### src/rtl/irq_disp_pkg.sv
package irq_disp_pkg;

    localparam int ENT_W  = 23;
    localparam int VEC_W  = 8;
    localparam int DEST_W = 8;

    typedef enum logic [2:0] {
        DM_FIXED  = 3'd0,
        DM_LOWEST = 3'd1,
        DM_SMI    = 3'd2,
        DM_NMI    = 3'd4,
        DM_INIT   = 3'd5,
        DM_EXTINT = 3'd7
    } dmode_e;

    // Entry layout, most significant field first.
    typedef struct packed {
        logic [DEST_W-1:0] dest;      // 22:15
        logic              masked;    // 14
        logic              trig;      // 13
        logic              pol;       // 12
        logic              logical;   // 11
        dmode_e            dmode;     // 10:8
        logic [VEC_W-1:0]  vec;       // 7:0
    } route_ent_t;

    typedef enum logic [1:0] {
        ACT_NONE,
        ACT_SEND,
        ACT_ERROR
    } act_e;

    function automatic route_ent_t decode_entry(input logic [ENT_W-1:0] raw);
        return route_ent_t'(raw);
    endfunction

    function automatic logic [VEC_W-1:0] pick_vector(input route_ent_t e,
                                                     input logic [VEC_W-1:0] ext);
        return (e.dmode == DM_EXTINT) ? ext : e.vec;
    endfunction

endpackage

### src/rtl/irq_edge_arbiter.sv
module irq_edge_arbiter #(
    parameter int NUM_PINS = 8
) (
    input  logic                clk,
    input  logic                rst,
    input  logic [NUM_PINS-1:0] pin_in,
    output logic                grant_valid,
    output logic [NUM_PINS-1:0] grant
);
    logic [NUM_PINS-1:0] pin_seen;
    logic [NUM_PINS-1:0] pending;
    logic [NUM_PINS-1:0] cand;

    always_comb begin
        cand  = pending | (pin_in & ~pin_seen);
        grant = cand & (~cand + {{(NUM_PINS-1){1'b0}}, 1'b1});
        grant_valid = |cand;
    end

    always_ff @(posedge clk) begin
        if (rst) begin
            pin_seen <= '0;
            pending  <= '0;
        end else begin
            pin_seen <= pin_in;
            pending  <= cand & ~grant;
        end
    end
endmodule

### src/rtl/irq_target_resolver.sv
module irq_target_resolver
    import irq_disp_pkg::*;
#(
    parameter int NUM_CPUS = 8
) (
    input  logic [DEST_W-1:0]          dest,
    input  logic                       logical,
    input  logic [NUM_CPUS*DEST_W-1:0] cpu_logical_ids,
    output logic [NUM_CPUS-1:0]        match
);
    localparam logic [DEST_W-1:0] BCAST = '1;

    for (genvar i = 0; i < NUM_CPUS; i++) begin : g_cpu
        logic phys_hit;
        logic log_hit;
        assign phys_hit = (dest == BCAST) || (dest == DEST_W'(i));
        assign log_hit  = |(cpu_logical_ids[i*DEST_W +: DEST_W] & dest);
        assign match[i] = logical ? log_hit : phys_hit;
    end
endmodule

### src/rtl/irq_rotate_picker.sv
module irq_rotate_picker #(
    parameter int NUM_CPUS = 8,
    parameter int ROT_W    = 16
) (
    input  logic                clk,
    input  logic                rst,
    input  logic [NUM_CPUS-1:0] match,
    input  logic                advance,
    output logic [NUM_CPUS-1:0] pick
);
    localparam int CNT_W = $clog2(NUM_CPUS + 1);

    logic [ROT_W-1:0] offset;
    logic [CNT_W-1:0] count;
    logic [ROT_W-1:0] slot;

    always_comb begin
        count = '0;
        for (int i = 0; i < NUM_CPUS; i++) begin
            count = count + CNT_W'(match[i]);
        end
        slot = (count == '0) ? '0 : (offset % ROT_W'(count));
    end

    always_comb begin
        logic [CNT_W-1:0] seen;
        seen = '0;
        pick = '0;
        for (int i = 0; i < NUM_CPUS; i++) begin
            if (match[i]) begin
                if (ROT_W'(seen) == slot) begin
                    pick[i] = 1'b1;
                end
                seen = seen + 1'b1;
            end
        end
    end

    always_ff @(posedge clk) begin
        if (rst) begin
            offset <= '0;
        end else if (advance) begin
            offset <= offset + 1'b1;
        end
    end
endmodule

### src/rtl/irq_dispatcher.sv
module irq_dispatcher
    import irq_disp_pkg::*;
#(
    parameter int NUM_PINS = 8,
    parameter int NUM_CPUS = 8,
    parameter int ROT_W    = 16
) (
    input  logic                       clk,
    input  logic                       rst,
    input  logic [NUM_PINS-1:0]        pin_in,
    input  logic [NUM_PINS*ENT_W-1:0]  redir_table,
    input  logic [VEC_W-1:0]           ext_vector,
    input  logic [NUM_CPUS*DEST_W-1:0] cpu_logical_ids,
    output logic                       msg_valid,
    output logic [VEC_W-1:0]           msg_vector,
    output logic [2:0]                 msg_dmode,
    output logic                       msg_logical,
    output logic                       msg_level,
    output logic                       msg_trigger,
    output logic [NUM_CPUS-1:0]        msg_targets,
    output logic                       cfg_error
);
    logic                grant_valid;
    logic [NUM_PINS-1:0] grant;
    logic [ENT_W-1:0]    raw_sel;
    route_ent_t          ent;
    logic [NUM_CPUS-1:0] match;
    logic [NUM_CPUS-1:0] pick;
    logic                is_lowest;
    logic                advance;
    act_e                act;
    logic [NUM_CPUS-1:0] targets;

    irq_edge_arbiter #(.NUM_PINS(NUM_PINS)) u_arb (
        .clk         (clk),
        .rst         (rst),
        .pin_in      (pin_in),
        .grant_valid (grant_valid),
        .grant       (grant)
    );

    always_comb begin
        raw_sel = '0;
        for (int p = 0; p < NUM_PINS; p++) begin
            if (grant[p]) begin
                raw_sel = redir_table[p*ENT_W +: ENT_W];
            end
        end
        ent = decode_entry(raw_sel);
    end

    irq_target_resolver #(.NUM_CPUS(NUM_CPUS)) u_res (
        .dest            (ent.dest),
        .logical         (ent.logical),
        .cpu_logical_ids (cpu_logical_ids),
        .match           (match)
    );

    irq_rotate_picker #(.NUM_CPUS(NUM_CPUS), .ROT_W(ROT_W)) u_rot (
        .clk     (clk),
        .rst     (rst),
        .match   (match),
        .advance (advance),
        .pick    (pick)
    );

    always_comb begin
        is_lowest = (ent.dmode == DM_LOWEST);
        act = ACT_NONE;
        if (grant_valid && !ent.masked) begin
            if (is_lowest && !ent.logical) begin
                act = ACT_ERROR;
            end else if (ent.logical && (match == '0)) begin
                act = ACT_NONE;
            end else begin
                act = ACT_SEND;
            end
        end
        advance = (act == ACT_SEND) && is_lowest;
        targets = is_lowest ? pick : match;
    end

    always_ff @(posedge clk) begin
        if (rst) begin
            msg_valid   <= 1'b0;
            msg_vector  <= '0;
            msg_dmode   <= '0;
            msg_logical <= 1'b0;
            msg_level   <= 1'b0;
            msg_trigger <= 1'b0;
            msg_targets <= '0;
            cfg_error   <= 1'b0;
        end else begin
            msg_valid <= (act == ACT_SEND);
            cfg_error <= (act == ACT_ERROR);
            if (act == ACT_SEND) begin
                msg_vector  <= pick_vector(ent, ext_vector);
                msg_dmode   <= ent.dmode;
                msg_logical <= ent.logical;
                msg_level   <= ent.pol;
                msg_trigger <= ent.trig;
                msg_targets <= targets;
            end
        end
    end
endmodule

### config.mk
export PLATFORM = sky130hd
export DESIGN_NAME = irq_dispatcher
export DESIGN_NICKNAME = d
export VERILOG_FILES = /design/src/rtl/irq_disp_pkg.sv /design/src/rtl/irq_edge_arbiter.sv /design/src/rtl/irq_target_resolver.sv /design/src/rtl/irq_rotate_picker.sv /design/src/rtl/irq_dispatcher.sv
export SDC_FILE = /design/constraint.sdc
export NUM_CORES = 1
export LEC_CHECK = 0
export BUFFER_PORTS_ARGS = -buffer_cell sky130_fd_sc_hd__buf_4
export CAP_MARGIN = 15
export CORE_MARGIN = 5
export CORE_UTILIZATION = 48
export CTS_CLUSTER_DIAMETER = 200
export DETAILED_ROUTE_END_ITERATION = 16
export PLACE_DENSITY = 0.82
export SLEW_MARGIN = 20
export SYNTH_ARGS = -nofsm -noshare
export SYNTH_HDL_FRONTEND = slang
export SYNTH_SLANG_ARGS = --single-unit
### constraint.sdc
create_clock -name clk -period 32.4 [get_ports clk]
set_input_delay 3.24 -clock clk [delete_from_list [all_inputs] [get_ports clk]]
set_output_delay 3.24 -clock clk [all_outputs]
set_load 0.02 [all_outputs]
### Word-level counts from Yosys, hierarchy flattened

Index checks and enable logic that the tools add are counted.

| storage, ports and cells | value |
|---|---|
| output and inout bits | 24 |
| input port bits | 266 |
| register bits after elaboration | 56 |

| operators by class | value |
|---|---|
| bitwise operators | 15 |
| $add $sub $neg | 15 |
| divide/modulo/power cells | 1 |
| equal/unequal tests | 19 |
| muxes and demuxes | 45 |
| reduce and logical (&&, ||, !) cells | 27 |

Operators by type and width:

| kind | count |
|---|---|
| 23-bit 2-to-1 mux | 8 |
| 4-bit by 16-bit == test with 1-bit output | 6 |
| 8-bit AND | 11 |
| 8-bit OR reduction | 9 |
| 8-bit by 3-bit == test with 1-bit output (second input constant) | 4 |
| 1-bit 2-to-1 mux | 26 |
| 4-bit by 1-bit adder with 4-bit output | 6 |
| 4-bit 2-to-1 mux | 6 |
| 8-bit inverter | 3 |
| 4-bit by 1-bit adder with 4-bit output (second input constant) | 5 |
| 16-bit by 1-bit adder with 16-bit output (second input constant) | 1 |
| 1-bit by 16-bit == test with 1-bit output | 1 |
| 8-bit by 2-bit == test with 1-bit output (second input constant) | 2 |
| 16-bit zero test | 1 |
| 8-bit zero test | 2 |
| 16-bit by 4-bit remainder unit with 16-bit output | 1 |
| 16-bit 2-to-1 mux | 1 |
| 8-bit 2-to-1 mux | 2 |
| 8-bit by 1-bit adder with 8-bit output (second input constant) | 1 |
| 8-bit by 1-bit == test with 1-bit output (second input constant) | 1 |
| 8-bit == test (second input constant) | 1 |
| 1-bit logical OR | 8 |
| 8-bit OR | 1 |
| 1-bit logical AND | 4 |
| 9 further kinds | 11 |

### Logic depth before layout (Yosys ltp)

Gate-level depths: netlist (run 1).

| logic depth | value |
|---|---|
| depth after elaboration | 34 |
| mapped depth | 166 |
| depth with buffers taken out | 156 |

### Modules after synthesis

From an unflattened synthesis (run 1), not the netlist that was laid out.

| unflattened totals | value |
|---|---|
| cell total of the unflattened synthesis | 1572 |
| area, all modules | 11471.0 µm² |

Modules (own cells, without submodules):

| module | area an instance (µm²) | times used | cells each | seq. area each (µm²) |
|---|---|---|---|---|
| irq_rotate_picker | 7757.4 | 1 | 1072 | 320.3 |
| irq_dispatcher | 2568.7 | 1 | 366 | 480.5 |
| irq_edge_arbiter | 625.6 | 1 | 62 | 300.3 |
| irq_target_resolver | 519.2 | 1 | 72 | 0.0 |

### Worst setup path after synthesis (run 1)

No wires, ideal clock.

| timing path | value |
|---|---|
| path type | input to register |
| start point | in pin_in[1] |
| end point | reg msg_targets[7] |
| data arrival time | 35.354 ns |
| stages on the path | 158 |
| setup slack | -3.046 ns |
| data required time | 32.308 ns |
| path through | a21oi_1 and3_1 and2_1 and3_1 nand2_1 or2_2 clkbuf_1 a31oi_1 inv_1 nor2_1 nand3_1 o21ai_1 a21oi_1 a31o_2 ha_1 fa_1 inv_1 fa_1 [... 122 more ...] a211oi_1 and2_1 buf_2 nand2_1 nor2_1 a21oi_1 fa_1 a21o_1 a21oi_1 inv_1 a311oi_1 o211ai_1 nor3_4 mux2i_1 xor2_1 nor3_1 a2bb2oi_1 o32ai_1 |

| between the ends | value |
|---|---|
| word-level cells in the longest chain between the ends | 32 |

Ends and longest elaborated chain:

| what | line | RTL |
|---|---|---|
| start: declaration | irq_dispatcher.sv:10 | `input logic [NUM_PINS-1:0] pin_in,` |
| 8-bit AND * | irq_edge_arbiter.sv:15 | `cand = pending \| (pin_in & ~pin_seen);` |
| 8-bit OR * | irq_edge_arbiter.sv:15 |  |
| parallel branches: the longest is 30 deep, another holds 8-bit by 1-bit adder with 8-bit output | - |  |
| end signal: assignment | irq_dispatcher.sv:102 | `msg_targets <= targets;` |
| end: declaration | irq_dispatcher.sv:20 | `output logic [NUM_CPUS-1:0] msg_targets,` |

Mark *: on every way between the ends.
A chain may end at the register's enable or synchronous reset.

### Final worst setup path (run 1)

Ends and elaborated chain as after synthesis.

==> results.sh, run 1 <==
export IMPL_status="complete, but fails checks"
export IMPL_violations="negative setup slack"
export IMPL_finalCriticalPeriod_ns=32.73
export IMPL_routed_wl_um=44870
export IMPL_io_pins=290
export IMPL_syn_nets=1697
export IMPL_start_util=0.4880
export IMPL_cts_root_buffer="clkbuf_16"
export IMPL_nFillCells=1471
export IMPL_clock_latency_ns=0.32
export IMPL_hold_violations=0
export IMPL_core_area_um2=20230
export IMPL_ys_seq_area_frac=0.1115
export IMPL_cp_end_kind="register"
export IMPL_final_max_slew_viol_count=0
export IMPL_grt_max_degree=58
export IMPL_crit_path_max_fanout=7
export IMPL_yosysMostFrequentCell="nor2_1"
export IMPL_netlist_top_cells_area="dfxtp_1 11%, ha_1 9.0%, a21oi_1 5.4%, nor2_1 5.4%, nand2_1 3.9%"
export IMPL_cts_tree="built"
export IMPL_synth_async_reset_ratio=0
export IMPL_yosys_warnings=0
export IMPL_gp_congestion=1.037
export IMPL_max_cap_violations=0
export IMPL_pre_cts_slack_ns=-1.197
export IMPL_drc=0
export IMPL_drt_initial_drc_count=1243
export IMPL_finalCritPeriodShare=1.010
export IMPL_finalSetupViolations=7
export IMPL_final_setup_skew_ns=0.01261
export IMPL_criticalPathCategory="input port to register"
export IMPL_critPathSlowestCell="fa_2"
export IMPL_yosys_area_top_type_share=0.1115
export IMPL_synth_edf_count=0
export IMPL_first_pass_iters=7
export IMPL_setup_slack_ns=-0.3283
export IMPL_hold_buffers=0
export IMPL_grt_usage=0.3337
export IMPL_synthCells=1355
export IMPL_cts_made_buffers=5
export IMPL_drive_above_1_share=0.3990
export IMPL_die_area_um2=23540
export IMPL_first_global_vias=11750
export IMPL_drtAntennaViolNets=0
export IMPL_die_h_um=153.4
export IMPL_worstMarginPinSlew_ns=0.9961
export IMPL_wl_per_cell_um=22.03
export IMPL_max_stage_delay_ns=0.57
export IMPL_setup_tns_ns=-0.8235
export IMPL_synth_seq_cells=55
export IMPL_crit_path_start_kind="input port"
export IMPL_hpwlAfterDp_um=34070
export IMPL_worst_slew_margin_rel=0.3343
export IMPL_diodes=0
export IMPL_ys_types=108
export IMPL_cpMostUsedCell="o21a_1"
export IMPL_placementRows=52
export IMPL_chipWidth_um=153.4
export IMPL_fmax_ghz=0.03055
export IMPL_syn_cell_area_um2=9874
export IMPL_path_clk_slew_ns=0.08
export IMPL_clock_sinks=55
export IMPL_vias=13090
export IMPL_netlist_top_cells_count="141 x nor2_1, 106 x a21oi_1, 102 x nand2_1"
export IMPL_cts_max_level=2
export IMPL_clockBufferDepth=2
export IMPL_arrival_ns=32.94
export IMPL_avgSynthCellArea_um2=7.287
export IMPL_rsz0062_at_grt="yes"
export IMPL_fin_nets=2108
export IMPL_hp_class="register to register"
export IMPL_port_buffers=289
export IMPL_grt_overflow=0
export IMPL_area_growth_pct=49.81
export IMPL_grt_pass1_wl_um=64670
export IMPL_yosysTopAreaCell="dfxtp_1"
export IMPL_ys_dominant_reg_cell="dfxtp_1"
export IMPL_required_ns=32.61
export IMPL_grt_antenna_before_repair=3
export IMPL_vias_per_cell=6.428
-- cell families after synthesis --
kind of cell | count (synthesis) | synth area share
adders and majority gates | 76 | 0.1001
xor gates and xnor gates | 69 | 0.06196
and+or+nand+nor | 499 | 0.2596
buffers and inverters | 113 | 0.04511
DFF | 55 | 0.1115
AOI/OAI and AO/OA | 493 | 0.3658
muxes | 50 | 0.05588
-- layout make-up --
| cell class | count | area [µm²] | share of cell area |
|---|---|---|---|
| Multi-Input combinational cell | 1189 | 9463 | 0.6397 |
| Timing Repair Buffer | 468 | 3567 | 0.2411 |
| Sequential cell | 55 | 1101 | 0.07443 |
| Tap cell | 270 | 337.8 | 0.02284 |
| Inverter | 47 | 176.4 | 0.01193 |
| Clock buffer | 5 | 125.1 | 0.008458 |
| Clock inverter | 3 | 22.52 | 0.001522 |
-- cell usage in the layout (no fill, tap or decap), drive strengths merged, types with 16 or more instances in the layout --
cell,count
nand2b,16
a221oi,27
dfxtp,55
a21oi,109
xnor2,38
a211oi,25
or2,20
nand3,42
ha,71
o21ai,75
nand4,21
o21a,29
nand2,103
nor2b,24
a21o,22
mux2,26
a31oi,19
xor2,31
a22oi,26
inv,48
a221o,27
mux2i,24
buf,468
nor2,142
nor3,56
-- stage by stage --
stage | instances | hold WS (ns) | cell area, µm² | utilization
2_1_floorplan | 1355 | 0.4791 | 10560 | -
5_1_grt | 2037 | 0.4784 | 14790 | 0.7311
4_1_cts | 1979 | 0.4612 | 13840 | 0.6839
3_3_place_gp | 1947 | 0.4437 | 13450 | 0.6647
6_report | 2037 | 0.4590 | 14790 | 0.7311
3_5_place_dp | 1947 | 0.4504 | 13450 | 0.6647
-- metal layers --
| layer | track usage | wire length [µm] | part of all wire |
|---|---|---|---|
| met5 | 0 | 31 | 0.00069 |
| met3 | 0.06305 | 3755 | 0.084 |
| met1 | 0.4438 | 18270 | 0.41 |
| met2 | 0.5575 | 21300 | 0.47 |
| met4 | 0.08579 | 1512 | 0.034 |
-- final timing paths --
check                          from              to  slack (ns)  cells past startpoint
setup / recovery          pin_in[1]  msg_targets[7]       -0.33                    152
setup reg to reg  u_arb.pin_seen[1]  msg_targets[7]        2.30                    152
hold reg to reg       msg_vector[3]   msg_vector[3]        0.46                      2
hold / removal        msg_vector[3]   msg_vector[3]        0.46                      2
-- sequential cells by signal, indices dropped and copies added (netlist names), 3 cells and up --
register        flops
u_rot.offset       16
msg_dmode           3
msg_targets         8
u_arb.pending       7
u_arb.pin_seen      8
msg_vector          8
-- repair_timing --
| item | CTS | global route |
|---|---|---|
| gates cloned | 1 | 1 |
| endpoints found under the hold margin | 0 | 0 |
| pin swaps | 17 | 115 |
| gates resized for setup | 14 | 96 |
| setup endpoints to repair | 8 | 8 |
| buffers inserted | 23 | 57 |
-- critical path: cells and delay by family --
| family | cells | cell delay (ns) |
|---|---|---|
| fa+ha+maj | 20 | 6.51 |
| xor+xnor | 3 | 0.54 |
| simple gates | 40 | 6.84 |
| mux | 10 | 2.54 |
| compound gates | 73 | 12.68 |
| buf+inv | 6 | 0.54 |
Power of run 1 is left out: the tool's default activity adds up to more than one toggle a clock period on the data nets, which glitch-free logic cannot reach.
==> run 2: changes to the inputs <==
--- a/config.mk
+++ b/config.mk
@@ -5,13 +5,13 @@
 export SDC_FILE = /design/constraint.sdc
 export NUM_CORES = 1
 export LEC_CHECK = 0
-export BUFFER_PORTS_ARGS = -buffer_cell sky130_fd_sc_hd__buf_4
 export CAP_MARGIN = 15
 export CORE_MARGIN = 5
 export CORE_UTILIZATION = 48
 export CTS_CLUSTER_DIAMETER = 200
 export DETAILED_ROUTE_END_ITERATION = 16
-export PLACE_DENSITY = 0.82
+export DONT_BUFFER_PORTS = 1
+export PLACE_DENSITY = 0.67
 export SLEW_MARGIN = 20
 export SYNTH_ARGS = -nofsm -noshare
 export SYNTH_HDL_FRONTEND = slang
==> constraint.sdc (replaced) <==
create_clock -name clk -period 31.8 [get_ports clk]
set_input_delay 3.18 -clock clk [delete_from_list [all_inputs] [get_ports clk]]
set_output_delay 3.18 -clock clk [all_outputs]
set_load 0.02 [all_outputs]
==> results.sh, run 2 (synthesis gave the netlist of run 1 again) <==
export IMPL_final_common_cell="buf_4"
export IMPL_first_pass_iters=8
export IMPL_cts_root_buffer="clkbuf_16"
export IMPL_crit_path_max_fanout=14
export IMPL_setup_slack_ns=-0.2706
export IMPL_path_clk_slew_ns=0.09
export IMPL_placementRows=52
export IMPL_layout_common_cells="189 x buf_4, 125 x nor2_1, 94 x nand2_1"
export IMPL_wl_per_cell_um=23.03
export IMPL_worst_slew_margin_rel=0.4786
export IMPL_vias=11660
export IMPL_grt_antenna_before_repair=1
export IMPL_arrival_ns=32.30
export IMPL_status="complete, but fails checks"
export IMPL_cts_tree="built"
export IMPL_cts_max_level=2
export IMPL_place_inst=1681
export IMPL_hold_buffers=0
export IMPL_hpwlAfterDp_um=31720
export IMPL_fin_nets=1837
export IMPL_drtAntennaViolNets=0
export IMPL_largest_register_ffs=16
export IMPL_drt_initial_drc_count=919
export IMPL_area_growth_pct=29.42
export IMPL_cp_end_kind="register"
export IMPL_die_h_um=153.4
export IMPL_critPathSlowestCell="fa_2"
export IMPL_gp_congestion=1.042
export IMPL_clockBufferDepth=2
export IMPL_final_max_slew_viol_count=0
export IMPL_stdcell_count=1766
export IMPL_fin_util=0.6316
export IMPL_first_global_vias=10570
export IMPL_cpMostUsedCell="o21a_1"
export IMPL_finalSetupViolations=8
export IMPL_die_area_um2=23540
export IMPL_rsz0062_at_grt="yes"
export IMPL_required_ns=32.03
export IMPL_cts_made_buffers=5
export IMPL_seq_area_um2=1101
export IMPL_clock_latency_ns=0.32
export IMPL_routed_wl_um=40670
export IMPL_hold_violations=0
export IMPL_grt_overflow=0
export IMPL_port_buffers=0
export IMPL_start_util=0.4880
export IMPL_finalCritPeriodShare=1.009
export IMPL_max_stage_delay_ns=0.57
export IMPL_grt_pass1_wl_um=58390
export IMPL_criticalPathCategory="input port to register"
export IMPL_clock_sinks=55
export IMPL_finalCriticalPeriod_ns=32.07
export IMPL_hp_class="register to register"
export IMPL_chipWidth_um=153.4
export IMPL_drc=0
export IMPL_drive_above_1_share=0.2934
export IMPL_nFillCells=1769
export IMPL_crit_path_start_kind="input port"
export IMPL_max_cap_violations=0
export IMPL_multi_input_area_um2=9507
export IMPL_fmax_ghz=0.03118
export IMPL_core_area_um2=20230
export IMPL_worstMarginPinSlew_ns=0.7765
export IMPL_io_pins=290
export IMPL_final_setup_skew_ns=0.02187
export IMPL_diodes=0
export IMPL_vias_per_cell=6.603
export IMPL_grt_usage=0.3049
export IMPL_grt_max_degree=58
export IMPL_largest_register="u_rot.offset"
export IMPL_violations="negative setup slack"
-- run 2: metal layers --
metal | up-vias | GRT usage | part of all wire
li1 | 5488 | - | -
met1 | 5524 | 0.3958 | 0.42
met2 | 553 | 0.5078 | 0.47
met3 | 94 | 0.06701 | 0.080
met4 | 2 | 0.09125 | 0.032
met5 | - | 0 | 0.00020
-- run 2: final timing paths --
check / cells past startpoint / slack [ns] / start / endpoint
max reg2reg: 148 / 2.18 / u_arb.pin_seen[2] / msg_targets[7]
max: 147 / -0.27 / pin_in[2] / msg_targets[7]
min: 2 / 0.56 / u_rot.offset[12] / u_rot.offset[12]
min reg2reg: 2 / 0.56 / u_rot.offset[12] / u_rot.offset[12]
-- run 2: layout make-up --
cell class                      count  share of cell area
Timing Repair Buffer              197              0.1181
Inverter                           47             0.01380
Sequential cell                    55             0.08616
Clock buffer                        5            0.009790
Multi-Input combinational cell   1189              0.7439
Clock inverter                      3            0.001860
Tap cell                          270             0.02643
-- run 2: metrics by stage --
stage               hold slack, ns  TNS [ns]  setup WS [ns]  instance area [µm²]
global placement            0.5182    -1.664        -0.3586                11450
floorplan                   0.4791    -5.463        -0.8895                10560
detailed placement          0.5343    -7.827         -1.153                11450
CTS                         0.5488   -0.1959        -0.1042                11730
global route                0.5849    -11.85         -1.659                12780
finish                      0.5587   -0.9108        -0.2706                12780
-- run 2: critical path: cells and delay by family --
kind            cells  cell delay (ns)
fa+ha+maj          20             6.23
mux                 9             2.17
xor+xnor            3             0.49
compound gates     70            12.85
simple gates       38             6.51
buf+inv             7             0.79
-- run 2: what timing repair did --
item,in CTS,in global routing
cloned,0,2
endpoints found under the setup margin,8,8
buffers inserted,8,68
gates resized for setup,17,94
pin swaps,15,101
Power of run 2 is left out for the same reason.
==> run 3: changes to the inputs <==
--- a/config.mk
+++ b/config.mk
@@ -11,7 +11,6 @@
 export CTS_CLUSTER_DIAMETER = 200
 export DETAILED_ROUTE_END_ITERATION = 16
 export DONT_BUFFER_PORTS = 1
-export PLACE_DENSITY = 0.67
 export SLEW_MARGIN = 20
 export SYNTH_ARGS = -nofsm -noshare
 export SYNTH_HDL_FRONTEND = slang
==> results.sh, run 3 (synthesis gave the netlist of run 1 again) <==
export IMPL_status="complete, but fails checks"
export IMPL_violations="negative setup slack"
export IMPL_drtAntennaViolNets=0
export IMPL_clockBufferDepth=2
export IMPL_hold_violations=0
export IMPL_layout_common_cells="180 x buf_4, 127 x nor2_1, 95 x nand2_1"
export IMPL_finalCritPeriodShare=1.008
export IMPL_worstMarginPinSlew_ns=0.9441
export IMPL_chipWidth_um=153.4
export IMPL_fin_nets=1827
export IMPL_met1_length_um=18820
export IMPL_die_h_um=153.4
export IMPL_ff2ff_path_depth=156
export IMPL_grt_overflow=0
export IMPL_clock_sinks=55
export IMPL_crit_path_max_fanout=14
export IMPL_vias=11650
export IMPL_vias_per_cell=6.625
export IMPL_path_clk_slew_ns=0.08
export IMPL_drc=0
export IMPL_finalCriticalPeriod_ns=32.04
export IMPL_hold_buffers=0
export IMPL_drive_above_1_share=0.2739
export IMPL_gp_congestion=1.072
export IMPL_final_common_cell="buf_4"
export IMPL_hp_class="register to register"
export IMPL_cts_root_buffer="clkbuf_16"
export IMPL_critPathSlowestCell="fa_2"
export IMPL_hold_depth=2
export IMPL_worst_slew_margin_rel=0.3652
export IMPL_final_setup_skew_ns=0.01582
export IMPL_placementRows=52
export IMPL_drt_initial_drc_count=985
export IMPL_cts_tree="built"
export IMPL_nFillCells=1811
export IMPL_wl_met2_um=19620
export IMPL_arrival_ns=32.26
export IMPL_setup_tns_ns=-0.6466
export IMPL_route_met3_wl_um=3574
export IMPL_required_ns=32.01
export IMPL_crit_path_start_kind="input port"
export IMPL_max_stage_delay_ns=0.57
export IMPL_grt_pass1_wl_um=62510
export IMPL_die_area_um2=23540
export IMPL_clock_latency_ns=0.31
export IMPL_grt_max_degree=58
export IMPL_wl_per_cell_um=24.44
export IMPL_cts_max_level=2
export IMPL_core_area_um2=20230
export IMPL_max_cap_violations=0
export IMPL_hpwlAfterDp_um=34480
export IMPL_port_buffers=0
export IMPL_first_global_vias=10560
export IMPL_area_growth_pct=26.69
export IMPL_start_util=0.4880
export IMPL_fmax_ghz=0.03121
export IMPL_criticalPathCategory="input port to register"
export IMPL_routed_wl_um=42970
export IMPL_cp_end_kind="register"
export IMPL_grt_antenna_before_repair=6
export IMPL_setup_slack_ns=-0.2442
export IMPL_first_pass_iters=6
export IMPL_io_pins=290
export IMPL_final_max_slew_viol_count=0
export IMPL_finalSetupViolations=6
export IMPL_largest_register="u_rot.offset"
export IMPL_largest_register_ffs=16
export IMPL_grt_usage=0.3316
export IMPL_rsz0062_at_grt="yes"
export IMPL_cts_made_buffers=5
export IMPL_cpMostUsedCell="o21a_1"
export IMPL_top_layer_used="met5"
-- run 3: timing repair --
item	4_1_cts	5_1_grt
buffers inserted	18	54
resized for setup	22	50
pin swaps	22	88
setup endpoints to repair	8	8
-- run 3: metal layers --
layer / vias to the layer above / track usage
met5: - / 0
met4: 10 / 0.06518
met3: 77 / 0.07577
met2: 482 / 0.5363
met1: 5604 / 0.4557
li1: 5473 / -
-- run 3: worst paths after layout --
path / from / end / slack (ns)
min: u_rot.offset[12] / u_rot.offset[12] / 0.54
min reg2reg: u_rot.offset[12] / u_rot.offset[12] / 0.54
max: pin_in[1] / msg_targets[7] / -0.24
max reg2reg: u_arb.pin_seen[1] / msg_targets[7] / 2.22
-- run 3: layout make-up --
class,count,area [µm²],share of cell area
clock buffers,5,125.1,0.01000
flip-flops and latches,55,1101,0.08802
diodes,2,5.005,0.0004001
clock inverters,3,31.28,0.002500
multi-input cells,1187,9271,0.7411
well taps,270,337.8,0.02701
repair buffers,189,1461,0.1168
inverters,47,176.4,0.01410
-- run 3: worst max-delay path, delay by kind of cell --
kind	cells	cell delay, ns
AOI/OAI and AO/OA	72	12.00
adders and majority gates	20	6.44
and+or+nand+nor	40	6.40
muxes	10	2.44
buffers and inverters	10	1.41
xor gates and xnor gates	2	0.33
-- run 3: per-stage QoR --
stage / instances / utilization / setup slack, ns / area [µm²] / hold slack (ns)
global route: 1756 / 0.6180 / -1.906 / 12500 / 0.5627
detailed placement: 1677 / 0.5651 / -0.9115 / 11430 / 0.5239
global placement: 1677 / 0.5651 / -0.2807 / 11430 / 0.5071
CTS: 1703 / 0.5843 / 0.01460 / 11820 / 0.5366
floorplan: 1355 / - / -0.8895 / 10560 / 0.4791
finish: 1758 / 0.6182 / -0.2442 / 12510 / 0.5373
Power of run 3 is left out for the same reason.
